**config.mk**
```make
export PLATFORM = sky130hd
export DESIGN_NAME = xfer_segmenter
export DESIGN_NICKNAME = d
export VERILOG_FILES = /design/src/rtl/xseg_pkg.sv /design/src/rtl/xseg_req_check.sv /design/src/rtl/xseg_size_pick.sv /design/src/rtl/xseg_seg_reg.sv /design/src/rtl/xfer_segmenter.sv
export SDC_FILE = /design/constraint.sdc
export NUM_CORES = 1
export LEC_CHECK = 0
export ABC_CLOCK_PERIOD_IN_PS = 4200
export CORE_AREA = 2 2 115 200
export DETAILED_ROUTE_END_ITERATION = 10
export DIE_AREA = 0 0 117 202
export DONT_BUFFER_PORTS = 1
export PLACE_DENSITY = 0.38
export SYNTH_ARGS = -nofsm -noshare
export SYNTH_HDL_FRONTEND = slang
export SYNTH_SLANG_ARGS = --single-unit
```
**constraint.sdc**
```tcl
create_clock -name clk -period 4.2 [get_ports clk]
set_input_delay 0.63 -clock clk [delete_from_list [all_inputs] [get_ports clk]]
set_output_delay 0.63 -clock clk [all_outputs]
set_load 0.005 [all_outputs]
```
**src/rtl/xseg_pkg.sv**
```systemverilog
package xseg_pkg;

  // access class, placed in bits [2:1] of the command code
  typedef enum logic [1:0] {
    SZ_HALF  = 2'd0,
    SZ_WORD  = 2'd1,
    SZ_BURST = 2'd2
  } seg_size_e;

  // the direction sits in the low bit, so a write code is the read code plus one
  function automatic logic [2:0] seg_code(seg_size_e sz, logic wr);
    return {sz, wr};
  endfunction

endpackage

```
**src/rtl/xseg_req_check.sv**
```systemverilog
module xseg_req_check #(
  parameter int LEN_W = 16
) (
  input  logic             addr_lsb,
  input  logic [LEN_W-1:0] len,
  input  logic             wr,
  output logic             bad,
  output logic [LEN_W:0]   pad_len
);

  logic odd_len;

  always_comb begin
    odd_len = len[0];
    // start address must be even; a read must also have an even length
    bad     = addr_lsb | (odd_len & ~wr);
    // an odd write gains one zero byte at its end
    pad_len = {1'b0, len} + {{LEN_W{1'b0}}, odd_len & wr};
  end

endmodule

```
**src/rtl/xseg_size_pick.sv**
```systemverilog
module xseg_size_pick
  import xseg_pkg::*;
#(
  parameter int REM_W     = 17,
  parameter int BURST_MAX = 240
) (
  input  logic [2:0]       align,
  input  logic [REM_W-1:0] rem,
  output seg_size_e        size,
  output logic [REM_W-1:0] nbytes
);

  localparam logic [REM_W-1:0] CAP = REM_W'(BURST_MAX);

  logic [REM_W-1:0] floor8;

  always_comb begin
    floor8 = rem & ~REM_W'(7);
    if (align == 3'd2 || align == 3'd6 || rem == REM_W'(2)) begin
      size   = SZ_HALF;
      nbytes = REM_W'(2);
    end else if (align == 3'd4 || rem <= REM_W'(6)) begin
      size   = SZ_WORD;
      nbytes = REM_W'(4);
    end else begin
      size   = SZ_BURST;
      nbytes = (floor8 > CAP) ? CAP : floor8;
    end
  end

endmodule

```
**src/rtl/xseg_seg_reg.sv**
```systemverilog
module xseg_seg_reg #(
  parameter int ADDR_W = 32,
  parameter int LEN_W  = 16
) (
  input  logic              clk,
  input  logic              rst,
  input  logic              load,
  input  logic              take,
  input  logic [2:0]        cmd_in,
  input  logic [ADDR_W-1:0] addr_in,
  input  logic [LEN_W-1:0]  len_in,
  output logic              valid,
  output logic [2:0]        cmd,
  output logic [ADDR_W-1:0] addr,
  output logic [LEN_W-1:0]  len
);

  always_ff @(posedge clk) begin
    if (rst) begin
      valid <= 1'b0;
      cmd   <= '0;
      addr  <= '0;
      len   <= '0;
    end else if (load) begin
      valid <= 1'b1;
      cmd   <= cmd_in;
      addr  <= addr_in;
      len   <= len_in;
    end else if (take) begin
      valid <= 1'b0;
    end
  end

endmodule

```
**src/rtl/xfer_segmenter.sv**
```systemverilog
module xfer_segmenter
  import xseg_pkg::*;
#(
  parameter int ADDR_W    = 32,
  parameter int LEN_W     = 16,
  parameter int BURST_MAX = 240
) (
  input  logic              clk,
  input  logic              rst,
  input  logic              req_valid,
  output logic              req_ready,
  input  logic [ADDR_W-1:0] req_addr,
  input  logic [LEN_W-1:0]  req_len,
  input  logic              req_write,
  output logic              seg_valid,
  input  logic              seg_ready,
  output logic [2:0]        seg_cmd,
  output logic [ADDR_W-1:0] seg_addr,
  output logic [LEN_W-1:0]  seg_len,
  output logic              done,
  output logic              err
);

  localparam int REM_W = LEN_W + 1;

  logic             wr_q;
  logic [REM_W-1:0] rem_q;
  logic             done_q;
  logic             err_q;

  logic             bad;
  logic [REM_W-1:0] pad_len;
  logic             take_req;
  logic             start_ok;
  logic             fire;
  logic             last;
  logic             load;
  logic [ADDR_W-1:0] next_addr;
  logic [REM_W-1:0]  next_rem;
  logic [ADDR_W-1:0] pick_addr;
  logic [REM_W-1:0]  pick_rem;
  logic              pick_wr;
  seg_size_e         pick_size;
  logic [REM_W-1:0]  pick_bytes;

  xseg_req_check #(.LEN_W(LEN_W)) u_check (
    .addr_lsb (req_addr[0]),
    .len      (req_len),
    .wr       (req_write),
    .bad      (bad),
    .pad_len  (pad_len)
  );

  // a pending segment means the block is busy
  assign req_ready = ~seg_valid;
  assign take_req  = req_valid & ~seg_valid;
  assign start_ok  = take_req & ~bad;
  assign fire      = seg_valid & seg_ready;

  // where the request stands once the current segment is taken
  assign next_addr = seg_addr + ADDR_W'(seg_len);
  assign next_rem  = rem_q - REM_W'(seg_len);
  assign last      = (next_rem == '0);

  // one selector serves both the first segment and every later one
  assign pick_addr = seg_valid ? next_addr : req_addr;
  assign pick_rem  = seg_valid ? next_rem  : pad_len;
  assign pick_wr   = seg_valid ? wr_q      : req_write;

  xseg_size_pick #(.REM_W(REM_W), .BURST_MAX(BURST_MAX)) u_pick (
    .align  (pick_addr[2:0]),
    .rem    (pick_rem),
    .size   (pick_size),
    .nbytes (pick_bytes)
  );

  assign load = (start_ok & (pad_len != '0)) | (fire & ~last);

  xseg_seg_reg #(.ADDR_W(ADDR_W), .LEN_W(LEN_W)) u_out (
    .clk     (clk),
    .rst     (rst),
    .load    (load),
    .take    (fire),
    .cmd_in  (seg_code(pick_size, pick_wr)),
    .addr_in (pick_addr),
    .len_in  (LEN_W'(pick_bytes)),
    .valid   (seg_valid),
    .cmd     (seg_cmd),
    .addr    (seg_addr),
    .len     (seg_len)
  );

  always_ff @(posedge clk) begin
    if (rst) begin
      wr_q   <= 1'b0;
      rem_q  <= '0;
      done_q <= 1'b0;
      err_q  <= 1'b0;
    end else begin
      if (take_req) wr_q <= req_write;
      if (start_ok)  rem_q <= pad_len;
      else if (fire) rem_q <= next_rem;
      done_q <= (start_ok & (pad_len == '0)) | (fire & last);
      err_q  <= take_req & bad;
    end
  end

  assign done = done_q;
  assign err  = err_q;

endmodule

```
Word level (Yosys, flattened, before mapping)
Cells that the tools add are included.
{ "op_classes": {"magnitude_cmp": 2, "div": 0, "n_shift": 0, "n_addsub": 3, "n_mul": 0, "bitwise": 17, "n_mux": 12, "n_reduce_logical": 8, "n_eq_ne": 4} }
{ "op_table": {"columns": ["cell", "count"], "rows": [
  ["$mux W17", 3],
  ["$mux W16", 3],
  ["$logic_not A17 Y1", 2],
  ["$add A32 B16 Y32", 1],
  ["$mux W32", 1],
  ["$add A16 B1 Y17", 1],
  ["$eq A17 B2 Y1 const B", 1],
  ["$gt A17 B8 Y1 const B", 1],
  ["$le A17 B3 Y1 const B", 1],
  ["$reduce_bool A17 Y1", 1],
  ["$sub A17 B16 Y17", 1],
  ["$and A1 B1 Y1", 10],
  ["$eq A3 B3 Y1 const B", 2],
  ["$mux W2", 2],
  ["$not A1 Y1", 4],
  ["$reduce_bool A2 Y1", 2],
  ["$eq A3 B2 Y1 const B", 1],
  ["$logic_or A1 B1 Y1", 3],
  ["$mux W1", 3],
  ["$or A1 B1 Y1", 3]
]} }
{ "totals": {"ff_bits": 72, "output_inout_bits": 55, "ramBits": 0, "latchBits": 0, "word_cells": 54, "mem_bits_ro": 0, "mem_count": 0, "inputBits": 53} }

Depth between registers and ports, before layout
{ "logic_depth": {"depth_word": 8, "mapped_depth": 14, "ltp_nobuf": 12} }

Cells and area by module
Synthesis repeated with hierarchy kept, for this count alone.
{ "hier_totals": {"hier_cells": 725, "hier_area_um2": 5836.8} }
{ "modules_own_cells": {"columns": ["module", "seq_area_each_um2", "n_inst", "cells_each", "area_each_um2"], "rows": [
  ["xfer_segmenter", 400.4, 1, 473, 3374.5],
  ["xseg_seg_reg", 1041.0, 1, 169, 1869.3],
  ["xseg_req_check", 0.0, 1, 44, 310.3],
  ["xseg_size_pick", 0.0, 1, 39, 282.8]
]} }

Least setup slack after synthesis
Ideal clock, no wire load.
{ "synth_timing": {"path_type": "register -> register", "start": "register u_out.len[1]", "end": "register u_out.len[1]", "t_required_ns": 4.084, "period_less_slack_ns": 3.223, "setup_slack_ns": 0.977, "setup_ns": 0.116, "path_buffers": 2, "stages_incl_launch_ff": 13, "arrival_time_ns": 3.107, "path_cell_list": "dfxtp_1 > ha_1 > fa_1 > nand2b_1 > a21o_1 > a211oi_1 > o21a_1 > o211ai_1 > or4_4 > a21o_1 > buf_6 > buf_6 > o211a_1"} }
{ "synth_between": {"elab_chain_cells": 6, "elab_cells_between_ends": 18} }
{ "synth_rtl": {"columns": ["item", "line_no", "source"], "rows": [
  ["start, declared", "xseg_seg_reg.sv:15", "output logic [LEN_W-1:0] len"],
  ["start signal, assigned", "xseg_seg_reg.sv:28", "len <= len_in;"],
  ["$sub A17 B16 Y17 / $add A32 B16 Y32 (equally long branches)", "xfer_segmenter.sv:62, xfer_segmenter.sv:61", null],
  ["$mux W17 / $mux W32 (equally long branches)", "xfer_segmenter.sv:67, xfer_segmenter.sv:66", null],
  ["$le A17 B3 Y1, or another cell as far along", "xseg_size_pick.sv:22", "end else if (align == 3'd4 || rem <= REM_W'(6)) begin"],
  ["$logic_or A1 B1 Y1 (on tied branches)", "xseg_size_pick.sv:22, xseg_size_pick.sv:19", null],
  ["$mux W16 / $logic_or A1 B1 Y1 (equally long branches)", "xseg_size_pick.sv:22, xseg_size_pick.sv:19", null],
  ["$mux W16", "xseg_size_pick.sv:19", "if (align == 3'd2 || align == 3'd6 || rem == REM_W'(2)) begin"]
]} }
Parallel ways exist; a longest one is shown, timed or not.
A chain may end at the register's enable or synchronous reset.

Worst setup path after layout
{ "layout_timing": {"start": "register u_out.len[12]", "end": "register u_out.addr[11]"} }
{ "layout_between": {"elab_chain_cells": 5} }
{ "layout_rtl": {"columns": ["item", "line_no", "source"], "rows": [
  ["$sub A17 B16 Y17", "xfer_segmenter.sv:62", "assign next_rem = rem_q - REM_W'(seg_len);"],
  ["$logic_not A17 Y1", "xfer_segmenter.sv:63", "assign last = (next_rem == '0);"],
  ["$not A1 Y1", "xfer_segmenter.sv:77", "assign load = (start_ok & (pad_len != '0)) | (fire & ~last);"],
  ["$and A1 B1 Y1", "xfer_segmenter.sv:77", null],
  ["$or A1 B1 Y1", "xfer_segmenter.sv:77", null],
  ["end signal, assigned", "xseg_seg_reg.sv:27", "addr <= addr_in;"],
  ["end, declared", "xseg_seg_reg.sv:14", "output logic [ADDR_W-1:0] addr,"]
]} }
Every way passes these cells.

==> qor.csv <==
stage;metric;value;unit
pwr;internal power contribution;1400;uW
clocking;clock tree buffer depth;2;
layout;Synth-to-Final Area Change;11.8;%
floorplan;area inside the core boundary;22100;um^2
floorplan;overall die width;117;um
critical_path;count of cells along the worst register-to-register path;12;
critical_path;WP data arrival;3930;ps
pwr;sequential share of power;0.355;
job;Max Cap Viol;0;
synth;yosys synthesis warning count;0;
timing;final setup violating endpoints;0;
grt;overflow left after global routing;0;
clocking;sink count of the clock tree;70;
timing;setup repair after global routing missed its margin;false;
layout;share of cells above drive strength 1;0.0824;
timing;post-route minimum period;3720;ps
placement;quantity of I/O buffers inserted on ports;0;
grt;largest net degree at the start of global routing;46;
clocking;worst-skew pair later-pin latency;350;ps
clocking;clock root buffer master;sky130_fd_sc_hd__clkbuf_16;
critical_path;kind of end point of the critical path;register;
synth;register bit count reported by yosys;70;
timing;Hold Fails Final Rpt;0;
critical_path;critical setup path kind;reg2reg;
detailed_routing;DRC violations left;0;
synth;share of synthesized area occupied by flip-flops and latches;0.259;
pwr;clock share of power;0.361;
floorplan;row cnt;72;
detailed_routing;ratio of routed vias to standard cells;5.31;
floorplan;number of top-level pins;108;
grt;All-Layer GR Usage;0.170;
placement;dpl cells;972;
synth;Synth Net Count;776;
synth;post-synth cell types;78;
pwr;power spent charging and discharging nets;747;uW
synth;post-synthesis instance area;5410;um^2
timing;measured slew at the worst slew-check pin;922;ps
grt;wire length of the first global-routing pass;30600;um
synth;post-synthesis area per instance;7.84;um^2
critical_path;Max FO, Critical Path;20;
grt;via count of the first global-routing pass;5299;
clocking;H-Tree Depth;3;
timing;final clock period utilization by the worst path;0.885;
detailed_routing;detailed-route via count;5251;
synth;share of flip-flops with an asynchronous set or reset after synthesis;0;
timing;count of final max-slew check failures;0;
pwr;peak ir drop on the vdd network;193;uV
clocking;Reg clk slew, reported paths;60;ps
detailed_routing;total iterations of the first detailed-routing run;5;
critical_path;source of the critical timing path;u_out.len[12]$_SDFFE_PP0P_;
detailed_routing;number of DRC markers after the initial detailed-route iteration;278;
status;result of the run;completed;
clocking;TritonCTS clock tree;built;
critical_path;capturing instance or port of the critical path;u_out.addr[11]$_SDFFE_PP0P_;
min_path;type of the most critical hold path;in2reg;
timing;aggregate negative setup slack;0;ps
min_path;Worst Min Path Start;rst;
floorplan;Die H;202;um
timing;largest clock skew in the final design;12.2;ps
detailed_routing;antenna-violating nets left;0;
synth;number of enable flip-flop cells after synthesis;0;
clocking;Resize count post-CTS;0;
floorplan;starting utilization of the core area;0.245;
synth;Post-Synthesis Cells;690;
floorplan;area enclosed by the die boundary;23600;um^2
placement;HPWL Detailed;15900;um
pwr;areal power density over the cells;356;nW/um^2
critical_path;kind of start point of the critical path;register;
grt;initial antenna violation count;0;
critical_path;worst flop-to-flop path startpoint;u_out.len[12]$_SDFFE_PP0P_;
timing;worst max-slew margin expressed relative to the limit;0.383;
detailed_routing;total wirelength of the detailed-routed design;20100;um
placement;routability cong.;0.922;
critical_path;worst reg2reg endpoint;u_out.addr[11]$_SDFFE_PP0P_;
clocking;clock buffer count from CTS;9;
clocking;number of buffers inserted for hold repair after clock tree synthesis;0;
timing;maximum clock rate;269;MHz
layout;Final #Nets;773;
layout;diode count;0;
synth;commonest register cell after synthesis;sky130_fd_sc_hd__dfxtp_1;
layout;Non-Filler Instances;988;
layout;final-layout fill cell count;2407;
pwr;fraction of power consumed by combinational cells;0.285;
pwr;leakage;0.00230;uW
clocking;buffer count from post-CTS setup fixing;0;
pwr;switching share of total power;0.347;
detailed_routing;drt wl/cell;20.4;um
critical_path;data required time of the worst path;4410;ps
critical_path;Register-to-Register Setup Slack;480;ps
## per-layer routing
layer / track usage / routed length, um
met1: 0.176 / 7360
met2: 0.315 / 10800
met3: 0.0366 / 1180
met4: 0.0840 / 764
met5: 0 / 0
## state kept, by name, indices dropped and copies added (netlist names)
| signal | count |
|---|---|
| done | 1 |
| err | 1 |
| rem_q | 17 |
| u_out.addr | 32 |
| u_out.cmd | 3 |
| u_out.len | 14 |
| u_out.valid | 1 |
| wr_q | 1 |
## area by class of cell
| cell class | instances | area, um^2 | area share |
|---|---|---|---|
| Multi-Input combinational cell | 554 | 3720 | 0.616 |
| Sequential cell | 70 | 1400 | 0.232 |
| Tap cell | 296 | 370 | 0.0613 |
| Clock buffer | 11 | 233 | 0.0385 |
| Inverter | 37 | 139 | 0.0230 |
| Timing Repair Buffer | 15 | 125 | 0.0207 |
| Clock inverter | 5 | 50.0 | 0.00828 |
## cells by family after synthesis
kind of cell             share of synthesized area
flip-flops                                   0.259
adder cells (fa/ha/maj)                     0.0791
XOR/XNOR                                    0.0632
buffers and inverters                       0.0523
other                                     0.000693
AO/OA/AOI/OAI                                0.281
AND/OR/NAND/NOR                              0.231
multiplexers                                0.0335
## worst min-delay path by stage
stage / end / slack [ps] / cells past startpoint
floorplan: rem_q[3]$_SDFFE_PP0P_ / 440 / 2
global placement: wr_q$_SDFFE_PP0P_ / 440 / 2
detailed placement: wr_q$_SDFFE_PP0P_ / 450 / 2
CTS: u_out.addr[6]$_SDFFE_PP0P_ / 330 / 1
global route: u_out.addr[7]$_SDFFE_PP0P_ / 330 / 1
finish: u_out.addr[7]$_SDFFE_PP0P_ / 350 / 1
## power groups by stage
stage	Clock (uW)	Combinational, uW	Sequential [uW]
floorplan	0	467	754
global placement	0	603	777
detailed placement	0	608	777
CTS	801	611	762
global route	823	678	768
finish	776	612	763
## stage by stage
step | hold slack, ps | worst slack [ps] | util | power, uW | cell area, um^2
after CTS | 332 | 487 | 0.274 | 2170 | 6040
after global routing | 325 | 175 | 0.274 | 2270 | 6040
final | 348 | 482 | 0.274 | 2150 | 6040
after global placement | 439 | 149 | 0.261 | 1380 | 5760
after floorplan | 436 | 977 | - | 1220 | 5410
after detailed placement | 445 | 127 | 0.261 | 1380 | 5760
## worst max-delay path, stage by stage (launching register included)
cell and delay, ps:
sky130_fd_sc_hd__dfxtp_1 390, sky130_fd_sc_hd__inv_1 100, sky130_fd_sc_hd__ha_1 400, sky130_fd_sc_hd__a21oi_1 230, sky130_fd_sc_hd__o21ai_1 180, sky130_fd_sc_hd__or4b_1 510
sky130_fd_sc_hd__a22oi_1 180, sky130_fd_sc_hd__nor2_1 150, sky130_fd_sc_hd__or4_4 600, sky130_fd_sc_hd__a21o_1 340, sky130_fd_sc_hd__buf_4 290, sky130_fd_sc_hd__nor2_1 150
sky130_fd_sc_hd__a211oi_2 60
## cells in the mapped netlist (3+ instances only)
cell,instances,area (um^2)
sky130_fd_sc_hd__inv_1,36,135
sky130_fd_sc_hd__o2111ai_1,3,26.3
sky130_fd_sc_hd__xor2_1,12,105
sky130_fd_sc_hd__nor4_1,6,37.5
sky130_fd_sc_hd__o311ai_0,4,35.0
sky130_fd_sc_hd__and4_1,7,61.3
sky130_fd_sc_hd__a2111oi_0,3,26.3
sky130_fd_sc_hd__nand2_1,57,214
sky130_fd_sc_hd__mux2i_1,17,170
sky130_fd_sc_hd__and2_1,7,43.8
sky130_fd_sc_hd__buf_2,4,20.0
sky130_fd_sc_hd__dfxtp_1,70,1400
sky130_fd_sc_hd__nor2_1,82,308
sky130_fd_sc_hd__nand4_1,9,56.3
sky130_fd_sc_hd__o21ai_1,4,20.0
sky130_fd_sc_hd__or3_1,3,18.8
sky130_fd_sc_hd__a22oi_1,9,67.6
sky130_fd_sc_hd__clkbuf_1,18,67.6
sky130_fd_sc_hd__a211o_1,5,43.8
sky130_fd_sc_hd__nand2b_1,5,31.3
sky130_fd_sc_hd__buf_6,3,33.8
sky130_fd_sc_hd__o22ai_1,7,43.8
sky130_fd_sc_hd__a211oi_2,15,188
sky130_fd_sc_hd__xnor2_1,27,236
sky130_fd_sc_hd__a211oi_1,8,60.1
sky130_fd_sc_hd__a21oi_1,46,230
sky130_fd_sc_hd__ha_1,31,388
sky130_fd_sc_hd__and3_1,14,87.6
sky130_fd_sc_hd__o21bai_1,3,22.5
sky130_fd_sc_hd__nor3_1,19,95.1
sky130_fd_sc_hd__a221oi_1,6,52.6
sky130_fd_sc_hd__a31oi_1,9,56.3
sky130_fd_sc_hd__nor2b_1,6,37.5
sky130_fd_sc_hd__a21o_1,18,135
sky130_fd_sc_hd__o21ai_0,24,120
sky130_fd_sc_hd__nand3_1,23,115
sky130_fd_sc_hd__o211ai_1,10,75.1
sky130_fd_sc_hd__o21a_1,7,52.6
## layout by cell type (no fill, tap or decap), drive strengths merged, types with 18 or more instances in the layout
master / count
nand3: 23
xnor2: 27
a21o: 18
nor2: 82
o21ai: 28
nand2: 58
inv: 36
a21oi: 47
dfxtp: 70
a211oi: 23
ha: 31
nor3: 19
No activity file was read; power rests on OpenSTA's default activity.
